--- config.mk ---
export PLATFORM = sky130hd
export DESIGN_NAME = cfg_chain_rx
export DESIGN_NICKNAME = d
export VERILOG_FILES = /design/src/rtl/cfg_chain_pkg.sv /design/src/rtl/cfg_rst_sync.sv /design/src/rtl/cfg_frame_loader.sv /design/src/rtl/cfg_dout_resync.sv /design/src/rtl/cfg_chain_rx.sv
export SDC_FILE = /design/constraint.sdc
export NUM_CORES = 1
export LEC_CHECK = 0
export ABC_AREA = 1
export BUFFER_PORTS_ARGS = -buffer_cell sky130_fd_sc_hd__buf_4
export CAP_MARGIN = 15
export CORE_MARGIN = 1
export CORE_UTILIZATION = 43
export DETAILED_ROUTE_END_ITERATION = 8
export HOLD_SLACK_MARGIN = 0.05
export SLEW_MARGIN = 20
export SYNTH_ARGS = -nofsm -noshare
export SYNTH_HDL_FRONTEND = slang
export SYNTH_HIERARCHICAL = 1
export SYNTH_SLANG_ARGS = --single-unit
--- constraint.sdc ---
create_clock -name cfg_clk -period 2.5 [get_ports cfg_clk]
set_input_delay 0.375 -clock cfg_clk [delete_from_list [all_inputs] [get_ports cfg_clk]]
set_output_delay 0.375 -clock cfg_clk [all_outputs]
set_load 0.005 [all_outputs]
--- src/rtl/cfg_chain_pkg.sv ---
package cfg_chain_pkg;
  typedef enum logic [1:0] {
    ST_SEARCH,
    ST_LENGTH,
    ST_LOAD,
    ST_PASS
  } rx_state_e;

  // oldest bit first
  localparam logic [3:0] SYNC_WORD = 4'b0010;
endpackage

--- src/rtl/cfg_rst_sync.sv ---
module cfg_rst_sync (
  input  logic clk,
  input  logic arst_n,
  output logic rst_n_out
);
  logic s1_q, s2_q;

  always_ff @(posedge clk or negedge arst_n) begin
    if (!arst_n) begin
      s1_q <= 1'b0;
      s2_q <= 1'b0;
    end else begin
      s1_q <= 1'b1;
      s2_q <= s1_q;
    end
  end

  assign rst_n_out = s2_q;
endmodule

--- src/rtl/cfg_frame_loader.sv ---
module cfg_frame_loader #(
  parameter int FRAME_BITS = 8,
  parameter int NUM_FRAMES = 3,
  localparam int IDX_W = (NUM_FRAMES > 1) ? $clog2(NUM_FRAMES) : 1,
  localparam int BIT_W = (FRAME_BITS > 2) ? $clog2(FRAME_BITS) : 1
) (
  input  logic                  clk,
  input  logic                  rst_n,
  input  logic                  en,
  input  logic                  din,
  output logic                  wr_en,
  output logic [IDX_W-1:0]      wr_addr,
  output logic [FRAME_BITS-1:0] wr_data,
  output logic                  load_end
);
  logic                  in_frame_q, in_frame_d;
  logic [BIT_W-1:0]      bit_q, bit_d;
  logic [IDX_W-1:0]      frm_q, frm_d;
  logic [FRAME_BITS-1:0] shf_q, shf_d;
  logic                  wr_en_q, wr_en_d;
  logic [IDX_W-1:0]      wr_addr_q, wr_addr_d;
  logic [FRAME_BITS-1:0] wr_data_q, wr_data_d;
  logic                  last_bit;

  assign last_bit = in_frame_q && (bit_q == BIT_W'(FRAME_BITS - 1));
  assign load_end = en && last_bit && (frm_q == IDX_W'(NUM_FRAMES - 1));

  always_comb begin
    in_frame_d = in_frame_q;
    bit_d      = bit_q;
    frm_d      = frm_q;
    shf_d      = shf_q;
    wr_en_d    = 1'b0;
    wr_addr_d  = wr_addr_q;
    wr_data_d  = wr_data_q;
    if (en) begin
      if (!in_frame_q) begin
        if (!din) begin
          in_frame_d = 1'b1;
          bit_d      = '0;
        end
      end else begin
        shf_d = {shf_q[FRAME_BITS-2:0], din};
        if (last_bit) begin
          in_frame_d = 1'b0;
          wr_en_d    = 1'b1;
          wr_addr_d  = frm_q;
          wr_data_d  = shf_d;
          frm_d      = frm_q + 1'b1;
        end else begin
          bit_d = bit_q + 1'b1;
        end
      end
    end
  end

  always_ff @(posedge clk or negedge rst_n) begin
    if (!rst_n) begin
      in_frame_q <= 1'b0;
      bit_q      <= '0;
      frm_q      <= '0;
      shf_q      <= '0;
      wr_en_q    <= 1'b0;
      wr_addr_q  <= '0;
      wr_data_q  <= '0;
    end else begin
      in_frame_q <= in_frame_d;
      bit_q      <= bit_d;
      frm_q      <= frm_d;
      shf_q      <= shf_d;
      wr_en_q    <= wr_en_d;
      wr_addr_q  <= wr_addr_d;
      wr_data_q  <= wr_data_d;
    end
  end

  assign wr_en   = wr_en_q;
  assign wr_addr = wr_addr_q;
  assign wr_data = wr_data_q;

  AST_WR_ADDR_RANGE: assert property (@(posedge clk) disable iff (!rst_n)
    wr_en_q |-> (int'(wr_addr_q) < NUM_FRAMES));
  AST_WR_SINGLE_PULSE: assert property (@(posedge clk) disable iff (!rst_n)
    wr_en_q |=> !wr_en_q);
endmodule

--- src/rtl/cfg_dout_resync.sv ---
module cfg_dout_resync (
  input  logic clk,
  input  logic rst_n,
  input  logic d,
  output logic q
);
  always_ff @(negedge clk or negedge rst_n) begin
    if (!rst_n) q <= 1'b1;
    else        q <= d;
  end
endmodule

--- src/rtl/cfg_chain_rx.sv ---
module cfg_chain_rx
  import cfg_chain_pkg::*;
#(
  parameter int FRAME_BITS = 8,
  parameter int NUM_FRAMES = 3,
  parameter int LEN_BITS   = 24
) (
  input  logic                                                cfg_clk,
  input  logic                                                prog_n,
  input  logic                                                din,
  output logic                                                dout,
  output logic                                                wr_en,
  output logic [((NUM_FRAMES > 1) ? $clog2(NUM_FRAMES) : 1)-1:0] wr_addr,
  output logic [FRAME_BITS-1:0]                               wr_data,
  output logic                                                done,
  output logic                                                io_release
);
  localparam int LCNT_W = $clog2(LEN_BITS);

  logic              rst_n;
  rx_state_e         state_q, state_d;
  logic [2:0]        win_q, win_d;
  logic [LCNT_W-1:0] lcnt_q, lcnt_d;
  logic [LEN_BITS-1:0] len_q, len_d;
  logic              len_vld_q, len_vld_d;
  logic [LEN_BITS-1:0] clk_cnt_q, clk_cnt_d;
  logic              done_q, done_d;
  logic [1:0]        rel_q, rel_d;
  logic              pass_q, pass_d;
  logic              load_en, load_end;

  cfg_rst_sync u_rst (
    .clk       (cfg_clk),
    .arst_n    (prog_n),
    .rst_n_out (rst_n)
  );

  assign load_en = (state_q == ST_LOAD);

  cfg_frame_loader #(
    .FRAME_BITS (FRAME_BITS),
    .NUM_FRAMES (NUM_FRAMES)
  ) u_loader (
    .clk      (cfg_clk),
    .rst_n    (rst_n),
    .en       (load_en),
    .din      (din),
    .wr_en    (wr_en),
    .wr_addr  (wr_addr),
    .wr_data  (wr_data),
    .load_end (load_end)
  );

  always_comb begin
    state_d   = state_q;
    win_d     = win_q;
    lcnt_d    = lcnt_q;
    len_d     = len_q;
    len_vld_d = len_vld_q;
    unique case (state_q)
      ST_SEARCH: begin
        win_d = {win_q[1:0], din};
        if ({win_q, din} == SYNC_WORD) begin
          state_d = ST_LENGTH;
          lcnt_d  = '0;
        end
      end
      ST_LENGTH: begin
        len_d = {len_q[LEN_BITS-2:0], din};
        if (lcnt_q == LCNT_W'(LEN_BITS - 1)) begin
          len_vld_d = 1'b1;
          state_d   = ST_LOAD;
        end else begin
          lcnt_d = lcnt_q + 1'b1;
        end
      end
      ST_LOAD: begin
        if (load_end) state_d = ST_PASS;
      end
      default: ;
    endcase
    pass_d    = load_en ? 1'b1 : din;
    clk_cnt_d = (&clk_cnt_q) ? clk_cnt_q : clk_cnt_q + 1'b1;
    done_d    = done_q | (len_vld_q && (clk_cnt_d == len_q));
    rel_d     = {rel_q[0], done_q};
  end

  always_ff @(posedge cfg_clk or negedge rst_n) begin
    if (!rst_n) begin
      state_q   <= ST_SEARCH;
      win_q     <= 3'b111;
      lcnt_q    <= '0;
      len_q     <= '0;
      len_vld_q <= 1'b0;
      clk_cnt_q <= '0;
      done_q    <= 1'b0;
      rel_q     <= 2'b00;
      pass_q    <= 1'b1;
    end else begin
      state_q   <= state_d;
      win_q     <= win_d;
      lcnt_q    <= lcnt_d;
      len_q     <= len_d;
      len_vld_q <= len_vld_d;
      clk_cnt_q <= clk_cnt_d;
      done_q    <= done_d;
      rel_q     <= rel_d;
      pass_q    <= pass_d;
    end
  end

  cfg_dout_resync u_out (
    .clk   (cfg_clk),
    .rst_n (rst_n),
    .d     (pass_q),
    .q     (dout)
  );

  assign done       = done_q;
  assign io_release = rel_q[1];

  AST_LOAD_AFTER_LENGTH: assert property (@(posedge cfg_clk) disable iff (!rst_n)
    (state_q == ST_LOAD) |-> len_vld_q);
  AST_WR_ONLY_WHILE_LOADING: assert property (@(posedge cfg_clk) disable iff (!rst_n)
    wr_en |-> $past(state_q == ST_LOAD));
  AST_DONE_STICKY: assert property (@(posedge cfg_clk) disable iff (!rst_n)
    done_q |=> done_q);
  AST_DONE_AT_COUNT: assert property (@(posedge cfg_clk) disable iff (!rst_n)
    $rose(done_q) |-> (clk_cnt_q == len_q));
  AST_REL_NOT_EARLY: assert property (@(posedge cfg_clk) disable iff (!rst_n)
    $rose(done_q) |=> !rel_q[1]);
  AST_REL_AFTER_TWO: assert property (@(posedge cfg_clk) disable iff (!rst_n)
    $rose(done_q) |=> ##1 rel_q[1]);
  AST_REL_NEEDS_DONE: assert property (@(posedge cfg_clk) disable iff (!rst_n)
    rel_q[1] |-> done_q);
endmodule

==> flow_results.org, run 1 <==
** Outcome
- Status :: finished with violations
- The final reports fail on setup timing.

** Worst setup path
- The number of cells on the worst reg-to-reg path is 14.
- In this design, the largest share of critical-path delay is due to flip-flops.
- Maximum single-stage delay on the critical path :: 520 ps
- For the worst setup path, the data required time is 2120 ps.
- The setup path with the least slack is of type reg -> out.
- Reg-to-reg critical path endpoint :: done$_DFF_PN0_
- On the critical path, the stage with the largest delay is an instance of dfstp_2.
- Of all nets on the critical path, the largest fanout is 1.
- The worst register-to-register path has a setup slack of 250 ps.
- Critical path buffer and inverter count :: 1
- The critical path goes through buf_6.
- Crit path DAT :: 2250 ps
- Startpoint types :: register
- Worst r2r src :: clk_cnt_q[0]$_DFF_PN0_
- Start point of the critical path :: u_out/q$_DFF_NN1_
- In this run the number of cells on the critical path is 1.
- Critical Path End Type :: primary output

** Layout
- The sequential cells in the finished layout cover a total of about 2300 sq um.
- Cells with a size suffix above 1 make up 13.8% of the layout.
- Antenna fix cells :: 0
- In the final layout, the multi-input gates occupy slightly below 2000 sq um.
- After filler insertion, the fill cell instance count of the layout stands at 1006.
- Number of nets in the finished design :: 596
- Once layout is complete, the utilization of the core stands at 49.4%.
- Relative to the synthesized area, the layout overhead comes to 11.1%.

** CTS
- CTS Root Buffer Type :: clkbuf_8
- Clock latency on the worst-skew pair :: around 390 ps
- TritonCTS built the clock tree.
- Clk sinks :: 90
- Deepest level of the CTS H-tree :: 3
- After clock tree synthesis, the clock-pin slew on the worst setup and hold paths is 90 ps.
- Post-CTS Setup Inserts :: 0
- Maximum root-to-sink buffer count :: 2
- In this run, CTS created clock tree buffers numbering 9.

** GRT
- Global-route wire length before repair :: 16.4 mm
- All-layer global routing usage :: 18.7%
- Maximum number of pins on one net before global-route repair :: 56
- Summed over all layers, the global routing overflow is 0.
- The number of global-route vias before repair came to 3535.
- Number of antenna violations at the first check in global routing :: 0

** Drt
- For this block, the initial DRC count from the detailed router was 220.
- Dividing the detail-routed wire length by the instance count gives 12.9 um.
- Final antenna-violating net count :: 0
- Max layer used :: met4
- Metal-1 WL :: 4.50 mm
- First drt pass iteration count :: 5
- Amount of wire on met2 after detailed routing :: 4.27 mm
- Using the TritonRoute via totals, the vias-per-cell ratio works out to 4.83.
- Met3 wire len :: 296 um
- Remaining design rule violation count :: 0
- Wirelength, routed :: ~9.3 mm
- Vias after detailed routing :: roughly 3.5k

** Pwr
- The worst-case IR drop observed on VDD is 0.548 mV.
- Design Power :: approximately 4.8 mW
- Static leakage power :: 2.46 nW
- Power density over the cells :: 945 nW/um^2

** Die
- Area of the placeable core :: 10300 sq um
- For this configuration, the core starts out at a cell density of 44.5%.
- The floorplan step set the die height to 105 um.
- The floorplan has 37 rows.
- The die is 105 um wide.
- I/O Pins :: 17
- The die covers roughly 11000 sq um.

** Synth
- Summed instance area of the synthesized netlist :: around 4600 sq um
- Synthesis produced a netlist whose cell count is roughly 560.
- Each instance of the synthesized netlist takes up on average 8.15 sq um.
- Of the total synthesized cell area, the portion taken by full adders, half adders and majority gates is approximately 2.7%.
- Synthesis inferred 90 register bits.
- Number of library cell types mapped by synthesis :: 37
- Yosys mapped a number of flops with a built-in enable equal to 0.
- Total nets after synthesis :: 576
- For this run, asynchronously set or reset flops after synthesis account for 100%.
- During synthesis, Yosys emitted a total of 6 warnings.
- Sequential cells were found to cover 49.2% of the synthesized design area.
- Of the post-synthesis cell area, the part taken by muxes is 0%.
- Prevailing post-synth register cell :: dfrtp_1
- By area, the combinational part of the netlist is dominated by simple AND/OR/NAND/NOR gates.
- Summing the areas of all compound-gate instances in the mapped netlist gives under 10% of the synthesized area.
- Post-synthesis share of cell area spent on and, or, nand and nor gates :: between 20% and 30%
- Area share of xor/xnor cells in the synthesized design :: ~3.2%

** Timing
- Setup violations remaining at the end of the flow were counted as 1.
- Unrepaired setup endpoints after global routing :: yes
- Setup slack on the critical path of the routed design comes to -127 ps.
- Final Hold Viols :: 0
- Final hold analysis gives a worst-case slack of 268 ps.
- Worst setup skew after layout :: 46.9 ps
- The worst pin sits at a relative slew slack of 54.1%.
- For the pin with the worst max-slew slack, the measured transition is 689 ps.
- Final Max Tran Viols :: 0

** Job
- Max-cap viol count :: 0

** Worst hold path
- Path type of the worst min-delay path :: in -> reg
- Worst hold endpoint :: pass_q$_DFF_PN1_
- Hold Path Cell Cnt :: 2
- Start point of the worst min-delay path :: din

** Placed design
- Weighted congestion reported at the end of routability-driven placement :: 0.892
- Input and output buffers added on the ports amount to 16.
- The wire-length estimate of the detail-placed layout is about 7 mm.
- Worst slack at placement :: 188 ps
-- cell usage after synthesis, types with 2 or more instances --
library cell  instances  share of area, %
a21oi_1               8              0.87
and2_1                2              0.27
buf_2                 2              0.22
buf_6                 5               1.2
clkbuf_1              5              0.41
dfrtp_1              85                46
dfstp_2               5               2.9
ha_1                 10               2.7
inv_1                72               5.9
inv_2                 2              0.16
nand2_1             162                13
nand2_2              15               2.0
nand2_4               2              0.49
nand3_1              45               4.9
nand4_1               7              0.95
nor2_1               48               3.9
nor2_2                2              0.27
nor2_4                3              0.74
nor3_1                2              0.22
nor3b_1               2              0.33
o21ai_0              35               3.8
o21ai_1               7              0.76
o21ai_2              10               1.9
o22ai_1               2              0.27
xnor2_1               5              0.95
xor2_1                9               1.7
-- area by class of cell --
class / instances / area share [%]
timing repair buffer: 22 / 3.36
clock inverter: 8 / 2.50
sequential: 90 / 44.4
tap: 136 / 3.34
inverter: 73 / 5.37
multi-input combinational: 386 / 38.6
clock buffer: 9 / 2.43
-- worst max path at each step --
stage,end
floorplan,u_out/q$_DFF_NN1_
global placement,done$_DFF_PN0_
detailed placement,done$_DFF_PN0_
CTS,dout
global route,dout
finish,dout
-- cell families after synthesis --
kind of cell,count (synthesis)
AOI/OAI and AO/OA,66
xor gates and xnor gates,15
adders and majority gates,10
buffers and inverters,87
DFF,90
other,1
and+or+nand+nor,294
-- stage by stage --
step / std cells / setup TNS [ps] / instance area (sq um)
finish: 724 / -127 / 5100
global route: 724 / -169 / 5100
CTS: 724 / -141 / 5090
detailed placement: 707 / 0 / 4830
global placement: 707 / 0 / 4830
floorplan: 563 / 0 / 4590
-- where the power goes --
part           internal [mW]  switching (mW)
Combinational          0.561           0.828
Clock                  0.677           0.556
Sequential              1.90           0.304
Total                   3.13            1.69
-- layout by cell type (no fill, tap or decap), types with 2 or more instances in the layout --
| cell | Yosys | routed |
|---|---|---|
| clkbuf_8 | 0 | 9 |
| o21ai_2 | 10 | 10 |
| nor3_1 | 2 | 2 |
| inv_1 | 72 | 72 |
| and2_1 | 2 | 2 |
| inv_2 | 2 | 2 |
| dfstp_2 | 5 | 5 |
| a21oi_1 | 8 | 8 |
| inv_6 | 0 | 3 |
| xor2_1 | 9 | 9 |
| nor2_1 | 48 | 48 |
| nand2_2 | 15 | 15 |
| o21ai_1 | 7 | 7 |
| xnor2_1 | 5 | 5 |
| o22ai_1 | 2 | 2 |
| nand3_1 | 45 | 45 |
| bufinv_16 | 0 | 3 |
| buf_4 | 1 | 20 |
| nor2_4 | 3 | 3 |
| o21ai_0 | 35 | 35 |
| nand4_1 | 7 | 7 |
| nor3b_1 | 2 | 2 |
| dfrtp_1 | 85 | 83 |
| nand2_1 | 162 | 162 |
| ha_1 | 10 | 10 |
| nor2_2 | 2 | 2 |
-- state kept, by name, indices dropped and copies added (netlist names) --
| name | count |
|---|---|
| clk_cnt_q | 24 |
| len_q | 24 |
| u_loader/wr_data | 8 |
| u_loader/shf_q | 7 |
| lcnt_q | 5 |
| u_loader/bit_q | 3 |
| win_q | 3 |
| rel_q | 2 |
| state_q | 2 |
| u_loader/frm_q | 2 |
| u_loader/wr_addr | 2 |
| done | 1 |
| len_vld_q | 1 |
| pass_q | 1 |
| u_loader/in_frame_q | 1 |
| u_loader/wr_en | 1 |
| u_out/q | 1 |
| u_rst/rst_n_out | 1 |
| u_rst/s1_q | 1 |
-- worst register-to-register path, stage by stage, from the launching register on --
cell,delay (ps)
dfrtp_2,430
ha_1,200
nand2_2,110
nor2_8,150
nand2_4,90
nor2_4,180
nand2_8,180
o21ai_2,130
xor2_1,190
nand2_1,70
nor2_1,90
nand2_1,60
nor2_1,170
nand2_1,80
nand2_1,60
-- layer usage --
layer,vias to the layer above,track usage [%]
li1,1802,-
met1,1620,25.5
met2,57,29.2
met3,19,3.22
met4,0,8.45
met5,-,0
-- timing repair --
item	in CTS	in global routing
endpoints found under the setup margin	1	2
hold buffers	1	0
endpoints found under the hold margin	2	0
resized for setup	1	2
No activity file was read; power rests on OpenSTA's default activity.
==> inputs of run 2 (changes only) <==
CELL_PAD_IN_SITES_DETAIL_PLACEMENT = 0   (was not set)
CELL_PAD_IN_SITES_GLOBAL_PLACEMENT = 1   (was not set)
CORE_UTILIZATION = 42   (was 43)
PLACE_DENSITY_LB_ADDON = 0.1   (was not set)
TNS_END_PERCENT = 50   (was not set)
==> run 2 against run 1 <==
Against the previous run: the flow still finishes with violations (setup timing); clock-buffer cell count is 3 higher; clock skew down 11 ps; global-route usage grew 0.52 points; final area is essentially flat; routed wire length increased by 4.3%; first-iteration DRC count is 1.4% lower; critical endpoint unchanged; highest routed layer unchanged.
==> flow_results.org, run 2 (synthesis gave the netlist of run 1 again) <==
** GRT
- Maximum number of pins on one net before global-route repair :: 68
- The number of global-route vias before repair was 3473.
- Sum of overflow across all layers after global routing :: 0
- The initial antenna violation count came to 0.
- Across every metal layer, demand over resource in global routing totals 19.2%.
- Global-route wire length before repair :: 16.8 mm

** Layout
- The post-route netlist has 13.7% of its cells at a drive strength greater than 1.
- The sequential cells in the finished layout cover a total of 2260 sq um.
- In the layout the commonest cells are 162 x nand2_1, 84 x dfrtp_1, 72 x inv_1.
- The multi-input combinational cells in the finished layout cover a total of a little under 2000 sq um.
- Post-route standard cell area excluding fillers :: just over 5000 sq um
- Number of nets in the finished design :: 598
- The number of antenna diodes in the final layout is 0.
- Growth of design area from synthesis to finish :: 11.0%
- The filler cells instantiated in the layout total 1080.
- The library cell used most frequently in the layout, excluding fill and tap cells, is nand2_1.

** Worst setup path
- Cell family contributing the most delay on the critical path :: flip-flops
- Start point of the critical path :: u_out/q$_DFF_NN1_
- Worst r2r path cells :: 15
- The worst register-to-register path begins at clk_cnt_q[1]$_DFF_PN0_.
- Maximum single-stage delay on the critical path :: 520 ps
- Data required, critical path :: 2120 ps
- Register-to-register setup slack :: 310 ps
- The critical path goes through buf_6.
- Among all stages on the critical path, the largest delay is contributed by dfstp_2.
- The endpoint identified for the worst register-to-register timing path is done$_DFF_PN0_.
- The number of buffers and inverters on the critical path is 1.
- Critical Path Fanout Max :: 1
- For the worst setup path, the data arrival time is 2240 ps.
- STA classifies the critical path endpoint as a primary output.
- The worst setup path is launched from a register.
- The critical path is of the reg -> out type.

** Timing
- Unrepaired setup endpoints after global routing :: yes
- Headroom to the max-slew limit came out at 42.7%.
- Hold is met by approximately 220 ps.
- The count of pins over their slew limit is 0.
- For the pin with the worst max-slew slack, the measured transition is around 860 ps.
- Setup slack on the critical path of the routed design comes to -110 ps.
- The hold violation total from the final report is 0.
- Setup violations remaining at the end of the flow were counted as 1.
- Worst setup skew after layout :: roughly 36 ps
- Setup total negative slack on the finished layout was measured at -110 ps.

** Placed design
- Placed wire-length estimate after detailed placement :: between 7 and 8 mm
- Placed Instance Area :: 4840 sq um
- Weighted congestion reported at the end of routability-driven placement :: 0.879
- Number of I/O port buffers :: 16
- Before CTS, the worst setup slack after placement is around 190 ps.

** Drt
- Final antenna-violating net count :: 0
- The routed layout has between 3k and 4k vias.
- Average detailed-routed wire length per instance :: 13.4 um
- In the routed design, unresolved DRC markers number 0.
- Before antenna repair, the detailed router went through 4 iterations.
- In this run, the number of DRC markers left after iteration 0 of detailed routing was 217.
- Wirelength, routed :: between 9 and 10 mm
- Vias per inst :: 4.82

** Pwr
- Across the VDD grid, the largest voltage drop is ~0.55 mV.
- Dividing total power by cell area gives a power density of 923 nW/um^2.
- In this run the static leakage power is 2.47 nW.

** Die
- Horizontal die dimension :: ~110 um
- Number of core rows :: 37
- Die boundary height :: 107 um
- Effective utilization at floorplan :: around 44%
- 17 I/O pins were placed.
- The core region is roughly 10000 sq um.
- Area of the die :: 11300 sq um

** CTS
- Clock transition time at the flip-flop clock pins of the worst setup and hold paths :: 90 ps
- Deepest level of the CTS H-tree :: 3
- Buffers added to address setup during post-CTS repair amount to 0.
- The later pin in the worst-skew pair is clocked with a latency of ~380 ps.
- TritonCTS created 9 clock buffers.
- The tree is rooted in a clkbuf_8.
- Clk sinks :: 90
- TritonCTS built the clock tree.
- Counting along the longest clock path gives a buffer depth of 2.

** Outcome
- Failing checks :: setup timing
- The run finished, with violations left.

** Job
- The tool flagged a number of max-cap violations equal to 0.

** Worst hold path
- Path type of the worst min-delay path :: reg -> async
==> run 2: how the worst max path moves through the flow <==
stage | to | slack (ps) | cells past startpoint
CTS | dout | -130 | 1
global placement | done$_DFF_PN0_ | 240 | 16
global route | dout | -150 | 1
floorplan | u_out/q$_DFF_NN1_ | 5 | 0
detailed placement | done$_DFF_PN0_ | 190 | 16
finish | dout | -110 | 1
==> run 2: timing repair <==
| action | CTS | global route |
|---|---|---|
| hold buffers | 1 | 0 |
| endpoints found under the hold margin | 2 | 0 |
| endpoints found under the setup margin | 1 | 2 |
| resized for setup | 1 | 1 |
==> run 2: per-layer routing <==
layer	vias up	track usage, %	routed length (um)
li1	1813	-	-
met1	1627	26.1	4790
met2	38	30.3	4440
met3	19	2.02	207
met4	0	10.2	275
met5	-	0	0
==> run 2: layout make-up <==
class / count / share of cell area [%]
sequential: 90 / 44.4
tap: 136 / 3.34
timing repair buffer: 24 / 3.66
multi-input combinational: 386 / 38.7
inverter: 73 / 5.38
clock inverter: 5 / 1.52
clock buffer: 12 / 3.05
==> run 2: power by group <==
| group | internal, mW | switching [mW] |
|---|---|---|
| Combinational | 0.559 | 0.824 |
| Sequential | 1.90 | 0.308 |
| Clock | 0.621 | 0.497 |
| Total | 3.08 | 1.63 |
==> run 2: metrics by stage <==
step | instances | util (%) | power, mW
after global placement | 709 | 46.3 | 3.60
after CTS | 726 | 48.6 | 4.79
final | 726 | 48.7 | 4.70
after global routing | 726 | 48.7 | 5.11
after floorplan | 563 | - | 3.23
after detailed placement | 709 | 46.3 | 3.65
==> inputs of run 3 (changes only) <==
CTS_BUF_LIST = sky130_fd_sc_hd__clkbuf_16   (was not set)
==> run 3 against run 2 <==
Against the previous run: the run still ends with setup timing left; register-to-register slack got worse by 20 ps; routed wire length up 0.71%; clock skew grew 15 ps; highest routed layer unchanged; largest cell class unchanged.
==> flow_results.org, run 3 (synthesis gave the netlist of run 1 again) <==
** CTS
- Counting the buffers created by CTS gives 9.
- Clock latency on the worst-skew pair :: 380 ps
- Counting along the longest clock path gives a buffer depth of 2.
- Clock transition time at the flip-flop clock pins of the worst setup and hold paths :: 60 ps
- CTS Root Buffer Type :: clkbuf_16
- Clk sinks :: 90
- The H-tree was split into 3 levels.
- TritonCTS built the clock tree.

** Layout
- Most frequent standard cell in the layout excluding fill and tap cells :: nand2_1
- The sequential cells in the finished layout cover a total of between 2000 and 2500 sq um.
- Fraction of layout instances using a drive strength above 1 :: 13.4%
- For this run, the post-layout net count is 598.
- Post-route standard cell area excluding fillers :: 5180 sq um
- In the final layout, the multi-input gates occupy 1970 sq um.
- Number of fill cells :: about 1.1k
- Growth of design area from synthesis to finish :: 12.8%
- Measured on the finished design, the core utilization comes to approximately half.
- Highest-count cells in the layout ignoring fill and taps :: 162 x nand2_1, 84 x dfrtp_1, 73 x inv_1
- Antenna fix cells :: 0
- Excluding fillers, the count of instances in the completed layout stands at 726.

** Timing
- The hold violation total from the final report came to 0.
- Worst setup skew after layout :: approximately 51 ps
- Slew at the pin with the worst max-slew slack :: 854 ps
- The count of pins over their slew limit was 0.
- Setup repair after global routing could not meet its margin everywhere.
- Setup violators final :: 1
- Setup ws final :: -111 ps
- Max_slew headroom :: 43.1%

** Worst setup path
- Cell Chain, Critical Path :: buf_6
- Data required, critical path :: 2120 ps
- Grouping stages by cell kind, the critical path spends the most delay in flip-flops.
- On the critical path, the stage with the largest delay is an instance of dfstp_2.
- Crit path DAT :: 2240 ps
- Type of the setup path with the least slack :: reg -> out
- Of all nets on the critical path, the largest fanout is 1.
- Maximum single-stage delay on the critical path :: 520 ps
- Critical path buffer and inverter count :: 1
- Critical Path End Type :: primary output
- Startpoint types :: register

** GRT
- Global-route wire length before repair :: 16.9 mm
- After global routing the overflow that remains totals 0.
- Entering global routing, the biggest net connects 68 pins.
- The initial antenna violation count was 0.
- Across every metal layer, demand over resource in global routing totals 19.5%.
- The number of global-route vias before repair came to 3499.

** Pwr
- Design Power :: 5.01 mW
- Maximum vdd drop :: 0.566 mV
- Power density over the cells :: 968 nW/um^2
- In this run the static leakage power is 2.51 nW.

** Drt
- Max layer used :: met4
- Vias per inst :: 4.84
- First drt pass iteration count :: 5
- Detailed routing placed a total of 4.41 mm of wire on met2.
- In the final routed layout, each cell accounts on average for 13.5 um.
- Remaining design rule violation count :: 0
- Violation count after the first detailed-route iteration :: 188
- Once detail routing completed, the nets flagged for antenna violations numbered 0.
- Met3 wire len :: 227 um
- Wirelength, routed :: slightly below 10 mm
- For this block, the via count after detailed routing is 3514.
- Metal-1 WL :: 4.82 mm

** Die
- I/O Pins :: 17
- Area of the placeable core :: 10500 sq um
- After floorplanning, the core was divided into 37 placement rows.
- The floorplan step defined a die boundary enclosing 11300 sq um.
- In this run the horizontal extent of the chip is 107 um.
- Die boundary height :: 107 um
- Effective utilization at floorplan :: 43.9%

** Placed design
- The wire-length estimate of the detail-placed layout is 7.30 mm.
- Counting tap cells, the placed design contains a total of 709 instances.
- Input and output buffers added on the ports amount to 16.
- Weighted congestion reported at the end of routability-driven placement :: 0.879
- After detailed placement, the total cell area comes to 4840 sq um.
- Worst slack at placement :: ~190 ps

** Outcome
- Failing checks :: setup timing
- The flow ran to the end, but the final reports show violations.

** Worst hold path
- Path type of the worst min-delay path :: reg -> async

** Job
- Across the run, the number of max-cap violations was 0.
-- run 3: routing by layer --
metal / global-route usage [%] / vias to the layer above
met5: 0 / -
met4: 10.4 / 0
met3: 3.07 / 20
met2: 30.3 / 42
met1: 26.3 / 1644
li1: - / 1808
-- run 3: path summary, 6_finish.rpt --
path | slack (ps) | cells after the start | start | end
setup / recovery | -110 | 1 | u_out/q$_DFF_NN1_ | dout
hold / removal | 220 | 0 | u_rst/rst_n_out$_DFF_PN0_ | lcnt_q[3]$_DFFE_PN0P_
setup reg to reg | 290 | 14 | clk_cnt_q[1]$_DFF_PN0_ | done$_DFF_PN0_
hold reg to reg | 220 | 0 | u_rst/rst_n_out$_DFF_PN0_ | lcnt_q[3]$_DFFE_PN0P_
max in group asynchronous | 790 | 0 | u_rst/rst_n_out$_DFF_PN0_ | u_out/q$_DFF_NN1_
min in group cfg_clk | 290 | 2 | din | pass_q$_DFF_PN1_
-- run 3: cell type report --
| type | count | share of cell area [%] |
|---|---|---|
| clock buffer | 9 | 4.35 |
| clock inverter | 8 | 1.72 |
| inverter | 73 | 5.29 |
| multi-input combinational | 386 | 38.0 |
| sequential | 90 | 43.7 |
| tap | 136 | 3.29 |
| timing repair buffer | 24 | 3.60 |
-- run 3: report_power, final --
| part | internal (mW) | switching (mW) |
|---|---|---|
| combinational | 0.559 | 0.829 |
| sequential | 1.90 | 0.308 |
| clock | 0.867 | 0.548 |
| total | 3.33 | 1.69 |
-- run 3: per-stage QoR --
stage	TNS [ps]	hold WS [ps]
3_3_place_gp	0	157
2_1_floorplan	0	79.4
5_1_grt	-149	250
6_report	-111	218
3_5_place_dp	0	158
4_1_cts	-125	231
-- run 3: timing repair --
action                                  in CTS  in global routing
endpoints found under the setup margin       1                  2
gates resized for setup                      1                  1
setup buffers                                0                  0
hold buffers                                 1                  0
endpoints found under the hold margin        2                  0
